**config.mk**
```make
export PLATFORM = sky130hd
export DESIGN_NAME = spi_fifo_master
export DESIGN_NICKNAME = d
export VERILOG_FILES = /design/src/rtl/spi_fifo_pkg.sv /design/src/rtl/spi_byte_fifo.sv /design/src/rtl/spi_shift_engine.sv /design/src/rtl/spi_fifo_master.sv
export SDC_FILE = /design/constraint.sdc
export NUM_CORES = 1
export LEC_CHECK = 0
export BUFFER_PORTS_ARGS = -buffer_cell sky130_fd_sc_hd__buf_2
export CORE_AREA = 3 3 188 190
export DETAILED_ROUTE_END_ITERATION = 12
export DIE_AREA = 0 0 191 193
export PLACE_DENSITY = 0.84
export SETUP_SLACK_MARGIN = 0.15
export SYNTH_ARGS = -nofsm -noshare
export SYNTH_HDL_FRONTEND = slang
export SYNTH_SLANG_ARGS = --single-unit
```
**constraint.sdc**
```tcl
create_clock -name clk -period 4.2 [get_ports clk]
set_clock_uncertainty 0.15 [all_clocks]
set_input_delay 0.84 -clock clk [delete_from_list [all_inputs] [get_ports clk]]
set_output_delay 0.84 -clock clk [all_outputs]
set_load 0.05 [all_outputs]
```
**src/rtl/spi_fifo_pkg.sv**
```systemverilog
package spi_fifo_pkg;
  localparam int ADDR_W = 12;

  localparam logic [ADDR_W-1:0] OFF_CLKCTL = 12'h000;
  localparam logic [ADDR_W-1:0] OFF_CFG    = 12'h004;
  localparam logic [ADDR_W-1:0] OFF_STAT   = 12'h008;
  localparam logic [ADDR_W-1:0] OFF_TXD    = 12'h010;
  localparam logic [ADDR_W-1:0] OFF_RXD    = 12'h020;
  localparam logic [ADDR_W-1:0] OFF_DIV    = 12'h030;
  localparam logic [ADDR_W-1:0] OFF_RXCNT  = 12'h034;
  localparam logic [ADDR_W-1:0] OFF_TXCNT  = 12'h04C;
  localparam logic [ADDR_W-1:0] OFF_LEVEL  = 12'h10C;

  localparam int CFG_PIO     = 5;
  localparam int CFG_IE_RX   = 7;
  localparam int CFG_IE_TXE  = 8;
  localparam int CFG_LSB     = 13;
  localparam int CFG_COMMIT  = 18;
  localparam int CFG_IE_DONE = 21;

  localparam int ST_RX   = 0;
  localparam int ST_TXE  = 1;
  localparam int ST_DONE = 22;

  localparam int LVL_TX_LSB = 8;
  localparam int LVL_RX_LSB = 24;

  localparam logic [3:0] CLK_RUN_CODE = 4'hD;

  typedef enum logic [1:0] {
    ENG_IDLE  = 2'd0,
    ENG_SHIFT = 2'd1,
    ENG_TAIL  = 2'd2
  } eng_state_t;
endpackage

```
**src/rtl/spi_byte_fifo.sv**
```systemverilog
module spi_byte_fifo #(
  parameter int W     = 8,
  parameter int DEPTH = 16
) (
  input  logic               clk,
  input  logic               rst_n,
  input  logic               push,
  input  logic [W-1:0]       push_data,
  input  logic               pop,
  output logic [W-1:0]       head,
  output logic               full,
  output logic               empty,
  output logic [$clog2(DEPTH):0] level
);
  localparam int PTR_W = $clog2(DEPTH);
  localparam int LVL_W = PTR_W + 1;

  logic [W-1:0]     mem [DEPTH];
  logic [PTR_W-1:0] wr_ptr, rd_ptr;
  logic             do_push, do_pop;

  function automatic logic [PTR_W-1:0] bump(input logic [PTR_W-1:0] p);
    return (p == PTR_W'(DEPTH - 1)) ? '0 : p + PTR_W'(1);
  endfunction

  assign full    = (level == LVL_W'(DEPTH));
  assign empty   = (level == '0);
  assign do_push = push && !full;
  assign do_pop  = pop && !empty;
  assign head    = mem[rd_ptr];

  always_ff @(posedge clk) begin
    if (do_push) mem[wr_ptr] <= push_data;
  end

  always_ff @(posedge clk or negedge rst_n) begin
    if (!rst_n) begin
      wr_ptr <= '0;
      rd_ptr <= '0;
      level  <= '0;
    end else begin
      if (do_push) wr_ptr <= bump(wr_ptr);
      if (do_pop)  rd_ptr <= bump(rd_ptr);
      case ({do_push, do_pop})
        2'b10:   level <= level + LVL_W'(1);
        2'b01:   level <= level - LVL_W'(1);
        default: level <= level;
      endcase
    end
  end
endmodule

```
**src/rtl/spi_shift_engine.sv**
```systemverilog
module spi_shift_engine
  import spi_fifo_pkg::*;
#(
  parameter int DIV_W   = 11,
  parameter int DIV_MIN = 2
) (
  input  logic             clk,
  input  logic             rst_n,
  input  logic             clk_on,
  input  logic             start_en,
  input  logic [DIV_W-1:0] div,
  input  logic             lsb_first,
  input  logic             tx_pending,
  input  logic             rx_pending,
  input  logic             tx_have,
  input  logic             rx_room,
  input  logic [7:0]       tx_byte,
  output logic             tx_take,
  output logic             byte_end,
  output logic             end_tx,
  output logic             end_rx,
  output logic [7:0]       rx_byte,
  output logic             tail_end,
  output logic             busy,
  output logic             sclk,
  output logic             mosi,
  input  logic             miso
);
  eng_state_t       state;
  logic [DIV_W-1:0] tick, div_q, half, last_tick;
  logic [2:0]       bit_idx;
  logic [7:0]       sh_out, sh_in, in_next;
  logic             with_tx, with_rx, lsb_q, ran;
  logic             can_start, go_tail, sample, bit_end;

  assign half      = div_q >> 1;
  assign last_tick = div_q - DIV_W'(1);

  always_comb begin
    can_start = (state == ENG_IDLE) && clk_on && start_en &&
                (tx_pending || rx_pending) &&
                (!tx_pending || tx_have) && (!rx_pending || rx_room);
    go_tail   = (state == ENG_IDLE) && clk_on && ran && !tx_pending && !rx_pending;
    sample    = (state == ENG_SHIFT) && clk_on && (tick == half);
    bit_end   = (state == ENG_SHIFT) && clk_on && (tick == last_tick);
    if (sample) in_next = lsb_q ? {miso, sh_in[7:1]} : {sh_in[6:0], miso};
    else        in_next = sh_in;
  end

  assign tx_take  = can_start && tx_pending;
  assign byte_end = bit_end && (bit_idx == 3'd7);
  assign end_tx   = with_tx;
  assign end_rx   = with_rx;
  assign rx_byte  = in_next;
  assign tail_end = (state == ENG_TAIL) && clk_on && (tick == last_tick);
  assign busy     = (state != ENG_IDLE) || ran;
  assign sclk     = (state == ENG_SHIFT) && (tick >= half);
  assign mosi     = (state == ENG_SHIFT) && (lsb_q ? sh_out[0] : sh_out[7]);

  always_ff @(posedge clk or negedge rst_n) begin
    if (!rst_n) begin
      state   <= ENG_IDLE;
      tick    <= '0;
      div_q   <= DIV_W'(DIV_MIN);
      bit_idx <= '0;
      sh_out  <= '0;
      sh_in   <= '0;
      with_tx <= 1'b0;
      with_rx <= 1'b0;
      lsb_q   <= 1'b0;
      ran     <= 1'b0;
    end else begin
      case (state)
        ENG_IDLE: begin
          if (can_start) begin
            state   <= ENG_SHIFT;
            tick    <= '0;
            bit_idx <= '0;
            div_q   <= div;
            lsb_q   <= lsb_first;
            sh_out  <= tx_pending ? tx_byte : 8'h00;
            sh_in   <= '0;
            with_tx <= tx_pending;
            with_rx <= rx_pending;
            ran     <= 1'b1;
          end else if (go_tail) begin
            state <= ENG_TAIL;
            tick  <= '0;
          end
        end
        ENG_SHIFT: begin
          if (clk_on) begin
            sh_in <= in_next;
            if (bit_end) begin
              tick <= '0;
              if (bit_idx == 3'd7) begin
                state <= ENG_IDLE;
              end else begin
                bit_idx <= bit_idx + 3'd1;
                sh_out  <= lsb_q ? (sh_out >> 1) : (sh_out << 1);
              end
            end else begin
              tick <= tick + DIV_W'(1);
            end
          end
        end
        ENG_TAIL: begin
          if (clk_on) begin
            if (tail_end) begin
              state <= ENG_IDLE;
              ran   <= 1'b0;
              tick  <= '0;
            end else begin
              tick <= tick + DIV_W'(1);
            end
          end
        end
        default: state <= ENG_IDLE;
      endcase
    end
  end
endmodule

```
**src/rtl/spi_fifo_master.sv**
```systemverilog
module spi_fifo_master
  import spi_fifo_pkg::*;
#(
  parameter int FIFO_DEPTH = 16,
  parameter int CNT_W      = 16,
  parameter int DIV_W      = 11,
  parameter int DIV_MIN    = 2,
  parameter int DIV_MAX    = 2047
) (
  input  logic              clk,
  input  logic              rst_n,
  input  logic              req_valid,
  output logic              req_ready,
  input  logic              req_write,
  input  logic [ADDR_W-1:0] req_addr,
  input  logic [31:0]       req_wdata,
  output logic              rsp_valid,
  input  logic              rsp_ready,
  output logic [31:0]       rsp_rdata,
  output logic              irq,
  output logic              spi_sclk,
  output logic              spi_mosi,
  input  logic              spi_miso,
  output logic              spi_cs_n
);
  localparam int LVL_W = $clog2(FIFO_DEPTH) + 1;

  logic [3:0]       clkctl;
  logic [DIV_W-1:0] div_r;
  logic [CNT_W-1:0] tx_cnt, rx_cnt;
  logic             pio_en, ie_rx, ie_txe, ie_done, lsb_first;
  logic             st_rx, st_txe, st_done;
  logic             wr_acc, rd_acc, clk_on;
  logic             tx_pending, rx_pending;

  logic             tx_push, tx_pop, tx_full, tx_empty;
  logic [7:0]       tx_head;
  logic [LVL_W-1:0] tx_level;
  logic             rx_push, rx_pop, rx_full, rx_empty;
  logic [7:0]       rx_head, rx_byte;
  logic [LVL_W-1:0] rx_level;

  logic             byte_end, end_tx, end_rx, tail_end, busy;
  logic [31:0]      rd_mux;

  function automatic logic [DIV_W-1:0] clamp_div(input logic [31:0] v);
    if (v < 32'(DIV_MIN))      return DIV_W'(DIV_MIN);
    else if (v > 32'(DIV_MAX)) return DIV_W'(DIV_MAX);
    else                       return v[DIV_W-1:0];
  endfunction

  assign req_ready  = !rsp_valid || rsp_ready;
  assign wr_acc     = req_valid && req_ready && req_write;
  assign rd_acc     = req_valid && req_ready && !req_write;
  assign clk_on     = (clkctl == CLK_RUN_CODE);
  assign tx_pending = (tx_cnt != '0);
  assign rx_pending = (rx_cnt != '0);

  assign tx_push = wr_acc && (req_addr == OFF_TXD);
  assign rx_pop  = rd_acc && (req_addr == OFF_RXD);
  assign rx_push = byte_end && end_rx;

  spi_byte_fifo #(.W(8), .DEPTH(FIFO_DEPTH)) u_txq (
    .clk(clk), .rst_n(rst_n),
    .push(tx_push), .push_data(req_wdata[7:0]),
    .pop(tx_pop), .head(tx_head),
    .full(tx_full), .empty(tx_empty), .level(tx_level)
  );

  spi_byte_fifo #(.W(8), .DEPTH(FIFO_DEPTH)) u_rxq (
    .clk(clk), .rst_n(rst_n),
    .push(rx_push), .push_data(rx_byte),
    .pop(rx_pop), .head(rx_head),
    .full(rx_full), .empty(rx_empty), .level(rx_level)
  );

  spi_shift_engine #(.DIV_W(DIV_W), .DIV_MIN(DIV_MIN)) u_eng (
    .clk(clk), .rst_n(rst_n),
    .clk_on(clk_on), .start_en(pio_en),
    .div(div_r), .lsb_first(lsb_first),
    .tx_pending(tx_pending), .rx_pending(rx_pending),
    .tx_have(!tx_empty), .rx_room(!rx_full),
    .tx_byte(tx_head), .tx_take(tx_pop),
    .byte_end(byte_end), .end_tx(end_tx), .end_rx(end_rx),
    .rx_byte(rx_byte), .tail_end(tail_end), .busy(busy),
    .sclk(spi_sclk), .mosi(spi_mosi), .miso(spi_miso)
  );

  // Register writes, counters and sticky events
  always_ff @(posedge clk or negedge rst_n) begin
    if (!rst_n) begin
      clkctl    <= '0;
      div_r     <= DIV_W'(DIV_MIN);
      tx_cnt    <= '0;
      rx_cnt    <= '0;
      pio_en    <= 1'b0;
      ie_rx     <= 1'b0;
      ie_txe    <= 1'b0;
      ie_done   <= 1'b0;
      lsb_first <= 1'b0;
      st_rx     <= 1'b0;
      st_txe    <= 1'b0;
      st_done   <= 1'b0;
    end else begin
      if (wr_acc && req_addr == OFF_CLKCTL) clkctl <= req_wdata[3:0];
      if (wr_acc && req_addr == OFF_DIV)    div_r  <= clamp_div(req_wdata);
      if (wr_acc && req_addr == OFF_CFG && req_wdata[CFG_COMMIT]) begin
        pio_en    <= req_wdata[CFG_PIO];
        ie_rx     <= req_wdata[CFG_IE_RX];
        ie_txe    <= req_wdata[CFG_IE_TXE];
        ie_done   <= req_wdata[CFG_IE_DONE];
        lsb_first <= req_wdata[CFG_LSB];
      end

      if (wr_acc && req_addr == OFF_TXCNT)    tx_cnt <= req_wdata[CNT_W-1:0];
      else if (byte_end && end_tx && tx_pending) tx_cnt <= tx_cnt - CNT_W'(1);
      if (wr_acc && req_addr == OFF_RXCNT)    rx_cnt <= req_wdata[CNT_W-1:0];
      else if (byte_end && end_rx && rx_pending) rx_cnt <= rx_cnt - CNT_W'(1);

      if (rx_push) st_rx <= 1'b1;
      else if (wr_acc && req_addr == OFF_STAT && req_wdata[ST_RX]) st_rx <= 1'b0;
      if (tx_pop && tx_level == LVL_W'(1) && !tx_push) st_txe <= 1'b1;
      else if (wr_acc && req_addr == OFF_STAT && req_wdata[ST_TXE]) st_txe <= 1'b0;
      if (tail_end) st_done <= 1'b1;
      else if (wr_acc && req_addr == OFF_STAT && req_wdata[ST_DONE]) st_done <= 1'b0;
    end
  end

  // Read data selection
  always_comb begin
    rd_mux = '0;
    case (req_addr)
      OFF_CLKCTL: rd_mux[3:0] = clkctl;
      OFF_CFG: begin
        rd_mux[CFG_PIO]     = pio_en;
        rd_mux[CFG_IE_RX]   = ie_rx;
        rd_mux[CFG_IE_TXE]  = ie_txe;
        rd_mux[CFG_IE_DONE] = ie_done;
        rd_mux[CFG_LSB]     = lsb_first;
      end
      OFF_STAT: begin
        rd_mux[ST_RX]   = st_rx;
        rd_mux[ST_TXE]  = st_txe;
        rd_mux[ST_DONE] = st_done;
      end
      OFF_RXD:   rd_mux[7:0] = rx_empty ? 8'h00 : rx_head;
      OFF_DIV:   rd_mux[DIV_W-1:0] = div_r;
      OFF_RXCNT: rd_mux[CNT_W-1:0] = rx_cnt;
      OFF_TXCNT: rd_mux[CNT_W-1:0] = tx_cnt;
      OFF_LEVEL: begin
        rd_mux[LVL_TX_LSB +: 8] = 8'(tx_level);
        rd_mux[LVL_RX_LSB +: 8] = 8'(rx_level);
      end
      default:   rd_mux = '0;
    endcase
  end

  always_ff @(posedge clk or negedge rst_n) begin
    if (!rst_n) begin
      rsp_valid <= 1'b0;
      rsp_rdata <= '0;
    end else if (rd_acc) begin
      rsp_valid <= 1'b1;
      rsp_rdata <= rd_mux;
    end else if (rsp_ready) begin
      rsp_valid <= 1'b0;
    end
  end

  assign irq      = (st_rx && ie_rx) || (st_txe && ie_txe) || (st_done && ie_done);
  assign spi_cs_n = !(busy || (pio_en && (tx_pending || rx_pending)));
endmodule

```
== Word-level counts from Yosys, hierarchy flattened ==
Memories as Yosys holds them, arrays and structs flattened.
Index checks and enable logic that the tools add are counted.
Word-level totals
  output and inout bits: 38
  memories: 2
  ROM bits: 0
  bits in latches: 0
  register bits after elaboration: 155
  input port bits: 50
  memory bits (writable): 256
Operators by class
  add/sub/neg operators: 13
  divide/modulo/power cells: 0
  $lt $le $gt $ge: 3
  reductions and logical operators: 88
  shift operators: 0
  muxes and demuxes: 76
  bitwise operators: 0
  multiply operators: 0
  equal/unequal tests: 33
Memories
  u_rxq.mem: depth 16, bits a word 8, rd ports 1, clocked after memory_dff 0, wr ports 1, RTL line spi_byte_fifo.sv:18  | logic [W-1:0] mem [DEPTH];
  u_txq.mem: depth 16, bits a word 8, rd ports 1, clocked after memory_dff 0, wr ports 1, RTL line spi_byte_fifo.sv:18
Operators with widths (number)
  $mux W11: 8
  $mux W8: 11
  $mux W16: 4
  $logic_and A1 B1 Y1: 46
  $eq A12 B6 Y1 const B: 3
  $pmux W11 S3: 1
  $gt A32 B11 Y1 const B: 1
  $lt A32 B2 Y1 const B: 1
  $pmux W8 S2: 2
  $reduce_bool A16 Y1: 2
  $sub A16 B1 Y16 const B: 2
  $reduce_bool A2 Y1: 11
  $eq A4 B4 Y1 const B: 5
  $pmux W5 S2: 2
  $mux W1: 18
  $add A4 B1 Y4 const B: 4
  $mux W4: 4
  $pmux W1 S5: 3
  $mux W2: 7
  $eq A12 B3 Y1 const B: 1
  $eq A12 B4 Y1 const B: 1
  $eq A12 B5 Y1 const B: 1
  $eq A12 B7 Y1 const B: 1
  $eq A12 B9 Y1 const B: 1
  other kinds (38): 73

== Depth between registers and ports, before layout ==
Gate-level depths: netlist (run 1).
  word-level depth: 10
  mapped depth: 19
  mapped depth without buffers: 17

== Modules after synthesis ==
Synthesis (run 1) repeated with hierarchy kept, for this count alone.
Second synthesis, totals
  cells, all modules: 1445
  area, all modules: 19102.1 µm²
Modules (own cells, without submodules)
  spi_byte_fifo: instances 2, cells an instance 311, area an instance 5765.5 µm²
  spi_fifo_master: instances 1, cells an instance 481, area an instance 4430.5 µm²
  spi_shift_engine: instances 1, cells an instance 342, area an instance 3140.5 µm²

== Worst setup path before layout (run 1) ==
Ideal clock, no wire load.
  path type: input port to flip-flop
  start: in rsp_ready
  end: reg u_rxq.level[4]
  arrival time: 4.166 ns
  path buffers: 2
  cell stages on the path: 14
  required time: 3.971 ns
  setup time: 0.079 ns
  path slack: -0.195 ns
  cell sequence: nand2b_1 > nand2_1 > or2_2 > clkbuf_1 > nor4_1 > ha_1 > clkbuf_1 > xor2_1 > ha_1 > nor2b_1 > a22oi_1 > o32a_1 > nor2_1 > xor2_1
On the way
  word-level cells in the longest chain between the ends: 7
RTL lines
  start: declaration: RTL line spi_fifo_master.sv:18  | input logic rsp_ready,
  $logic_or A1 B1 Y1 *: RTL line spi_fifo_master.sv:52  | assign req_ready = !rsp_valid || rsp_ready;
  $logic_and A1 B1 Y1 * (2 in a row): RTL line spi_fifo_master.sv:54  | assign rd_acc = req_valid && req_ready && !req_write;
  $logic_and A1 B1 Y1 *: RTL line spi_fifo_master.sv:60  | assign rx_pop = rd_acc && (req_addr == OFF_RXD);
  $logic_and A1 B1 Y1 *: RTL line spi_byte_fifo.sv:29  | assign do_pop = pop && !empty;
  via u_rxq.do_pop: RTL line spi_byte_fifo.sv:20  | logic do_push, do_pop;
  $eq A2 B1 Y1 or $eq A2 B2 Y1 (tied branches): RTL line spi_byte_fifo.sv:44  | case ({do_push, do_pop})
  $pmux W5 S2 or $reduce_bool A2 Y1 (tied branches)
  end signal: assignment: RTL line spi_byte_fifo.sv:45  | 2'b10: level <= level + LVL_W'(1);
  end signal: assignment: RTL line spi_byte_fifo.sv:46  | 2'b01: level <= level - LVL_W'(1);
  end signal: assignment: RTL line spi_byte_fifo.sv:47  | default: level <= level;
  end: declaration: RTL line spi_byte_fifo.sv:13  | output logic [$clog2(DEPTH):0] level
Mark *: on every way through the listed nets, which the timed path passes. The rest lies on a longest branch.
A chain may end at the register's enable or synchronous reset.

== Worst setup path in the final report (run 1) ==
  start: reg u_eng.div_q[1]
  end: reg u_rxq.level[4]
On the way
  word-level cells in the longest chain between the ends: 8
RTL lines
  start: declaration: RTL line spi_shift_engine.sv:30  | logic [DIV_W-1:0] tick, div_q, half, last_tick;
  start signal: assignment: RTL line spi_shift_engine.sv:64  | div_q <= DIV_W'(DIV_MIN);
  start signal: assignment: RTL line spi_shift_engine.sv:79  | div_q <= div;
  $sub A11 B1 Y11 *: RTL line spi_shift_engine.sv:37  | assign last_tick = div_q - DIV_W'(1);
  $eq A11 B11 Y1 *: RTL line spi_shift_engine.sv:45  | bit_end = (state == ENG_SHIFT) && clk_on && (tick == last_tick);
  $logic_and A1 B1 Y1 *: RTL line spi_shift_engine.sv:45
  $logic_and A1 B1 Y1 *: RTL line spi_shift_engine.sv:51  | assign byte_end = bit_end && (bit_idx == 3'd7);
  $logic_and A1 B1 Y1 *: RTL line spi_fifo_master.sv:61  | assign rx_push = byte_end && end_rx;
  $logic_and A1 B1 Y1 *: RTL line spi_byte_fifo.sv:28  | assign do_push = push && !full;
  $eq A2 B1 Y1 or $eq A2 B2 Y1 (tied branches): RTL line spi_byte_fifo.sv:44
  $pmux W5 S2 or $reduce_bool A2 Y1 (tied branches)
Mark *: on every way between the ends. The rest lies on a longest branch, timed or not.

==> summary.md, run 1 <==
| Metric | Value |
|---|---|
| Status | completed |
| Yosys warns | 0 |
| Max Cap Violations | 0 |
| Final hold violation count | 0 |
| CTS H-Tree Depth | 2 |
| CP max FO | 7 |
| Port-buffer cells | 78 |
| Clock root buffer | clkbuf_16 |
| Slew headroom | 32.6% |
| Max Slew Vio Count | 0 |
| CTS tree | yes |
| DR DRC count | 0 |
| Fmax | 252 MHz |
| Initial antenna violation count | 1 |
| Flops & latches, synth | 408 |
| IO Count | 88 |
| Syn_area_per_cell | 13.4 sq um |
| First-pass GRT wire length | 72.7 mm |
| Worst Tran Pin Value | 1.00 ns |
| Top_reg_cell synth | edfxtp_1 |
| Starting density of the core | 55.8% |
| DR vias/cell | 6.32 |
| Layout cells sized above 1 | 22.5% |
| Post-synth EDFFs | 256 |
| Clock slew seen by the registers of the worst setup and hold paths | 0.06 ns |
| Synth area leaders | edfxtp_1 41%, dfrtp_1 20%, mux4_2 9.6%, nand2_1 3.6%, o21ai_0 2.7% |
| Post-synthesis sequential area ratio | 61.2% |
| Drt first-iter violations | 1,691 |
| Largest area contributor in the netlist | edfxtp_1 |
| Total power | 8840 uW |
| Layout area overhead | 14.8% |
| Cell count after synthesis | 1,397 |
| Worst Setup Path Type | reg -> reg |
| Final antenna-violating net count | 0 |
| Commonest non-fill, non-tap cells in the layout | 256 x edfxtp_1, 179 x nand2_1, 145 x dfrtp_1 |
| Post-synth top area share | 41.0% |
| Die Height | 193 um |
| Final GP Congestion | 0.933 |
| Gr ovfl total | 0 |
| First drt pass iteration count | 8 |
| Total wire length | 47.6 mm |
| Core region area | 0.0336 sq mm |
| # setup viols final | 0 |
| Critical Path AT | 4.30 ns |
| Die Width | 191 um |
| Startpoint Class | flip-flop |
| Power density over the cells | 410 mW/mm^2 |
| Synthesized cell area | 0.0188 sq mm |
| Min-delay worst type | in -> async |
| Worst EP required | 4.53 ns |
| Library cells used by synthesis | 74 |
| Rows | 67 |
| RSZ-0062 raised after global routing | yes |
| Clk sinks | 408 |
| Setup Total Neg Slack | 0 ns |
| Fin crit period | 3.98 ns |
| GRT Total Usage | 25.8% |
| Peak VDD IR | 412 uV |
| DR vias | 12.7k |
| R2R cell count | 18 |
| Avg WL per Cell | 23.7 um |
| Worst-Skew Late Latency | 0.56 ns |
| Static Leak | 0.00782 uW |
| Die Footprint | 0.0369 sq mm |
| Crit share post-route | 94.7% |
| Num CTS Buffers | 42 |
| Hold Buf Count CTS | 0 |
| Min Hold Slack | 0.125 ns |
| Asr flop ratio synth | 37.3% |
| Via count of the first global-routing pass | 12.6k |
| Commonest non-fill, non-tap cell in the layout | edfxtp_1 |
| Final HPWL DP | 31.2 mm |
| Largest net degree at the start of global routing | 90 |
| Final #Nets | 1,607 |
| Worst setup EP type | flip-flop |
| Maximum root-to-sink buffer count | 3 |
## state kept, by name, indices dropped and copies added (netlist names), 5 cells and up
| name | cells |
|---|---|
| u_rxq.level | 5 |
| div_r | 11 |
| u_eng.div_q | 11 |
| u_rxq.mem | 128 |
| u_eng.sh_out | 8 |
| u_txq.level | 5 |
| rx_cnt | 16 |
| u_eng.tick | 11 |
| rsp_rdata | 23 |
| u_txq.mem | 128 |
| u_eng.sh_in | 8 |
| tx_cnt | 16 |
## final timing paths
kind                                                  from  slack [ns]                            to
min in group clk                 rsp_rdata[24]$_DFFE_PN0P_        0.31     rsp_rdata[24]$_DFFE_PN0P_
max in group asynchronous                            rst_n        2.85   u_rxq.rd_ptr[0]$_DFFE_PN0P_
worst min register to register   rsp_rdata[24]$_DFFE_PN0P_        0.31     rsp_rdata[24]$_DFFE_PN0P_
worst min-delay path                                 rst_n        0.12  u_eng.bit_idx[0]$_DFFE_PN0P_
worst max register to register  u_eng.div_q[1]$_DFFE_PN1P_        0.22    u_rxq.level[4]$_DFFE_PN0P_
worst max-delay path            u_eng.div_q[1]$_DFFE_PN1P_        0.22    u_rxq.level[4]$_DFFE_PN0P_
## repair_timing
action / in CTS / in global routing
pin swaps: 0 / 0
endpoints found under the setup margin: 2 / 3
setup buffers: 2 / 0
resized for setup: 8 / 12
## where the power goes
part / total [uW] / internal [uW] / switching, uW
Combinational: 564 / 171 / 393
Clock: 3880 / 2310 / 1560
Sequential: 4400 / 4360 / 46.5
Total: 8840 / 6840 / 2000
## metrics by stage
stage	cell area, sq um	setup WS [ns]	instances	utilization [%]
2_1_floorplan	18800	0.247	1405	-
3_3_place_gp	20000	0.238	1922	59.5
3_5_place_dp	20000	0.0108	1922	59.5
4_1_cts	21500	0.124	2002	64.0
5_1_grt	21500	0.0587	2003	64.1
6_report	21500	0.225	2003	64.1
## synth_stat cells (20+ instances only)
cell type / count
o21ai_0: 101
nor4_1: 20
edfxtp_1: 256
nand3_1: 44
nor3_1: 26
nor2_1: 68
ha_1: 37
mux4_2: 80
a21oi_1: 20
nand2_1: 179
clkbuf_1: 63
inv_1: 37
dfrtp_1: 150
xor2_1: 37
mux2i_1: 20
## cell families after synthesis
family                     after synthesis  synth area share (%)
xor gates and xnor gates                54                  2.52
DFF                                    408                  61.2
AOI/OAI and AO/OA                      210                  7.27
adders and majority gates               37                  2.47
muxes                                  121                  11.9
and+or+nand+nor                        449                  12.0
other                                    1                0.0200
buffers and inverters                  117                  2.55
## metal layers
layer	part of all wire [%]	up-vias	wire [um]	track usage, %
met5	0	-	0	0
met4	3.8	0	1820	9.20
met3	7.9	132	3770	3.83
met2	51	664	24100	44.7
met1	38	6350	17900	33.7
li1	-	5510	-	-
## cell type report
class,instances,area (sq um)
Sequential cell,408,11500
Multi-Input combinational cell,880,6920
Fill cell,2316,12100
Clock inverter,25,303
Timing Repair Buffer,151,972
Antenna cell,1,2.50
Inverter,37,139
Clock buffer,53,1140
Tap cell,448,561
## worst max-delay path: stages, from the launching register on
cell and delay [ns]:
dfstp_2 0.58, inv_1 0.07, ha_2 0.22, xor2_1 0.16, o221a_2 0.21, o221ai_1 0.14, a221o_1 0.35, nor3_2 0.18
buf_4 0.15, and2_4 0.15, inv_2 0.07, ha_4 0.20, xor2_2 0.17, ha_2 0.23, nor2b_2 0.19, a22oi_1 0.11
o32a_1 0.30, nor2_1 0.12, xor2_1 0.15
No activity file was read; power rests on OpenSTA's default activity.
==> inputs of run 2 (changes only) <==
--- a/config.mk
+++ b/config.mk
@@ -6,10 +6,11 @@
 export NUM_CORES = 1
 export LEC_CHECK = 0
 export BUFFER_PORTS_ARGS = -buffer_cell sky130_fd_sc_hd__buf_2
-export CORE_AREA = 3 3 188 190
+export CAP_MARGIN = 30
+export CORE_AREA = 3 3 236 238
 export DETAILED_ROUTE_END_ITERATION = 12
-export DIE_AREA = 0 0 191 193
-export PLACE_DENSITY = 0.84
+export DIE_AREA = 0 0 239 241
+export PLACE_DENSITY = 0.6
 export SETUP_SLACK_MARGIN = 0.15
 export SYNTH_ARGS = -nofsm -noshare
 export SYNTH_HDL_FRONTEND = slang
==> summary.md, run 2 (synthesis gave the netlist of run 1 again) <==
| Metric | Value |
|---|---|
| DR vias | 12.0k (-5.2%) |
| RSZ-0062 raised after global routing | yes |
| Min-delay worst type | in -> async |
| Max Slew Vio Count | 0 (unchanged) |
| Initial antenna violation count | 0 (-1) |
| Gr ovfl total | 0 (unchanged) |
| Non-Filler Instances | 2,260 (+13%) |
| Combinational share of power | 6.2% (-0.2 points) |
| Top flop regs | u_rxq.mem (128), u_txq.mem (128), rsp_rdata (23) |
| Worst Tran Pin Value | 0.863 ns (-0.141 ns) |
| Core region area | 0.0538 sq mm (+60%) |
| R2R cell count | 15 (-3) |
| Slew headroom | 42.0% (+9.5 points) |
| Area of the multi-input gates | 0.00695 sq mm (+0.34%) |
| Final HPWL DP | 32.0 mm (+2.4%) |
| Power density over the cells | 402 mW/mm^2 (-2.0%) |
| Critical Path AT | 4.28 ns (-0.02 ns) |
| Layout cells sized above 1 | 23.3% (+0.82 points) |
| First-pass GRT wire length | 72.3 mm (-0.56%) |
| Worst setup EP type | flip-flop |
| Peak VDD IR | 290 uV (-30%) |
| Starting density of the core | 34.9% (-21 points) |
| Pint | 6780 uW (-0.82%) |
| Maximum root-to-sink buffer count | 3 (unchanged) |
| Avg WL per Cell | 20.4 um (-14%) |
| CTS H-Tree Depth | 2 (unchanged) |
| Reg2reg start | u_eng.div_q[3]$_DFFE_PN0P_ |
| Startpoint Class | flip-flop |
| Final #Nets | 1,616 (+0.56%) |
| Status | completed |
| Commonest non-fill, non-tap cells in the layout | 256 x edfxtp_1, 179 x nand2_1, 146 x dfrtp_1 |
| Rows | 85 (+27%) |
| Largest net degree at the start of global routing | 80 (-11%) |
| Crit path launch | u_eng.div_q[3]$_DFFE_PN0P_ |
| Worst Setup Path Type | reg -> reg |
| Worst Setup EP | u_rxq.level[4]$_DFFE_PN0P_ |
| DP Worst Slack | 0.0252 ns (+0.0144 ns) |
| Commonest non-fill, non-tap cell in the layout | edfxtp_1 |
| Static Leak | 0.00788 uW (+0.71%) |
| Flop pwr share | 49.9% (about the same) |
| Clock root buffer | clkbuf_16 |
| Fmax | 254 MHz (+0.92%) |
| Max Cap Violations | 0 (unchanged) |
| Psw | 2040 uW (+1.8%) |
| Switching fraction of total power | 23.1% (+0.46 points) |
| Ant diodes | 0 (-1) |
| Setup ws final | 0.261 ns (+0.0362 ns) |
| Die Footprint | 0.0576 sq mm (+56%) |
| DR vias/cell | 5.31 (-16%) |
| IO Count | 88 (unchanged) |
| Total wire length | 46.1 mm (-3.1%) |
| Setup Total Neg Slack | 0 ns (unchanged) |
| Cells after DPL | 2,176 (+13%) |
| Final hold violation count | 0 (unchanged) |
| Drt first-iter violations | 1,115 (-34%) |
| Port-buffer cells | 78 (unchanged) |
| CTS tree | yes |
| Die Height | 241 um (+25%) |
| CP max FO | 8 (+1) |
| GRT Total Usage | 16.3% (-9.6 points) |
| Die Width | 239 um (+25%) |
| Clk network pwr share | 43.9% (about the same) |
| First drt pass iteration count | 5 (-3) |
| Final GP Congestion | 0.865 (-7.3%) |
| Clock slew seen by the registers of the worst setup and hold paths | 0.06 ns (about the same) |
| Crit share post-route | 93.8% (-0.86 points) |
| Fillers | 4,967 (+110%) |
| # setup viols final | 0 (unchanged) |
| Layout area overhead | 16.8% |
| Reg-to-reg endpoint | u_rxq.level[4]$_DFFE_PN0P_ |
| Via count of the first global-routing pass | 12.1k (-4.2%) |
| Num CTS Buffers | 43 (+2.4%) |
| Worst-Skew Late Latency | 0.57 ns (about the same) |
| Clk sinks | 408 (unchanged) |
| R2R Setup Slk | 0.26 ns (+0.04 ns) |
| DR DRC count | 0 (unchanged) |
| Register area | 0.0115 sq mm (about the same) |
| Worst EP required | 4.54 ns (about the same) |
| Final antenna-violating net count | 0 (unchanged) |
| Fin crit period | 3.94 ns (-0.0362 ns) |
run 2: cell types whose count changed in the layout (fill, tap and decap cells not counted), sizes merged:
cell	previous run	this run
bufinv	6	5
clkinvlp	2	6
inv	37	38
diode	1	0
clkbuf	53	51
buf	151	159
run 2: routing by layer:
layer	global-route usage [%]	share of wire, %	up-vias
li1	-	-	5537
met1	23.1	46	6048
met2	25.2	46	328
met3	2.87	5.3	86
met4	5.74	3.4	0
met5	0	0	-
run 2: final cells by class:
cell class                      count  share of cell area, %
Timing Repair Buffer              159                   4.67
Tap cell                          696                   3.97
Clock inverter                     29                   1.46
Sequential cell                   408                   52.4
Inverter                           37                  0.633
Multi-Input combinational cell    880                   31.7
Clock buffer                       51                   5.14
run 2: worst max-delay path: stages, from the launching register on:
cell	delay, ns
dfrtp_1	0.45
or3_4	0.44
nor4_2	0.31
a22oi_1	0.11
a221o_1	0.42
nor3_4	0.24
and2_1	0.17
inv_1	0.09
ha_2	0.23
xor2_1	0.18
ha_2	0.22
nor2b_2	0.18
a22oi_1	0.11
o32a_1	0.29
nor2_1	0.12
xor2_1	0.15
run 2: worst min-delay path by stage:
stage	end	slack, ns	cells past startpoint
final	u_eng.sh_in[0]$_DFFE_PN0P_	0.17	1
after global routing	u_eng.sh_in[2]$_DFFE_PN0P_	0.24	1
after CTS	u_eng.tick[0]$_DFFE_PN0P_	0.21	1
after detailed placement	rsp_rdata[27]$_DFFE_PN0P_	0.30	2
after global placement	rsp_rdata[24]$_DFFE_PN0P_	0.30	2
after floorplan	u_eng.end_tx$_DFFE_PN0P_	0.30	1
run 2: per-stage QoR:
step                hold WS, ns  cell area, sq um  power (uW)  utilization (%)
finish                    0.170             21900        8820             40.7
global placement          0.302             20400        5020             37.8
global route              0.237             21900        9140             40.7
detailed placement        0.303             20400        5030             37.8
CTS                       0.215             21800        8930             40.6
floorplan                 0.300             18800        4800                -
run 2: repair_timing:
item,in CTS,in global routing
pin swaps,1,0
endpoints found under the setup margin,2,5
buffers inserted,2,2
hold buffers,0,0
gates resized for setup,4,15
run 2: power by group through the flow:
stage | combinational [uW] | sequential [uW] | clock (uW)
2_1_floorplan | 298 | 4500 | 0
3_3_place_gp | 543 | 4480 | 0
3_5_place_dp | 553 | 4480 | 0
4_1_cts | 558 | 4400 | 3980
5_1_grt | 610 | 4400 | 4130
6_report | 549 | 4400 | 3880
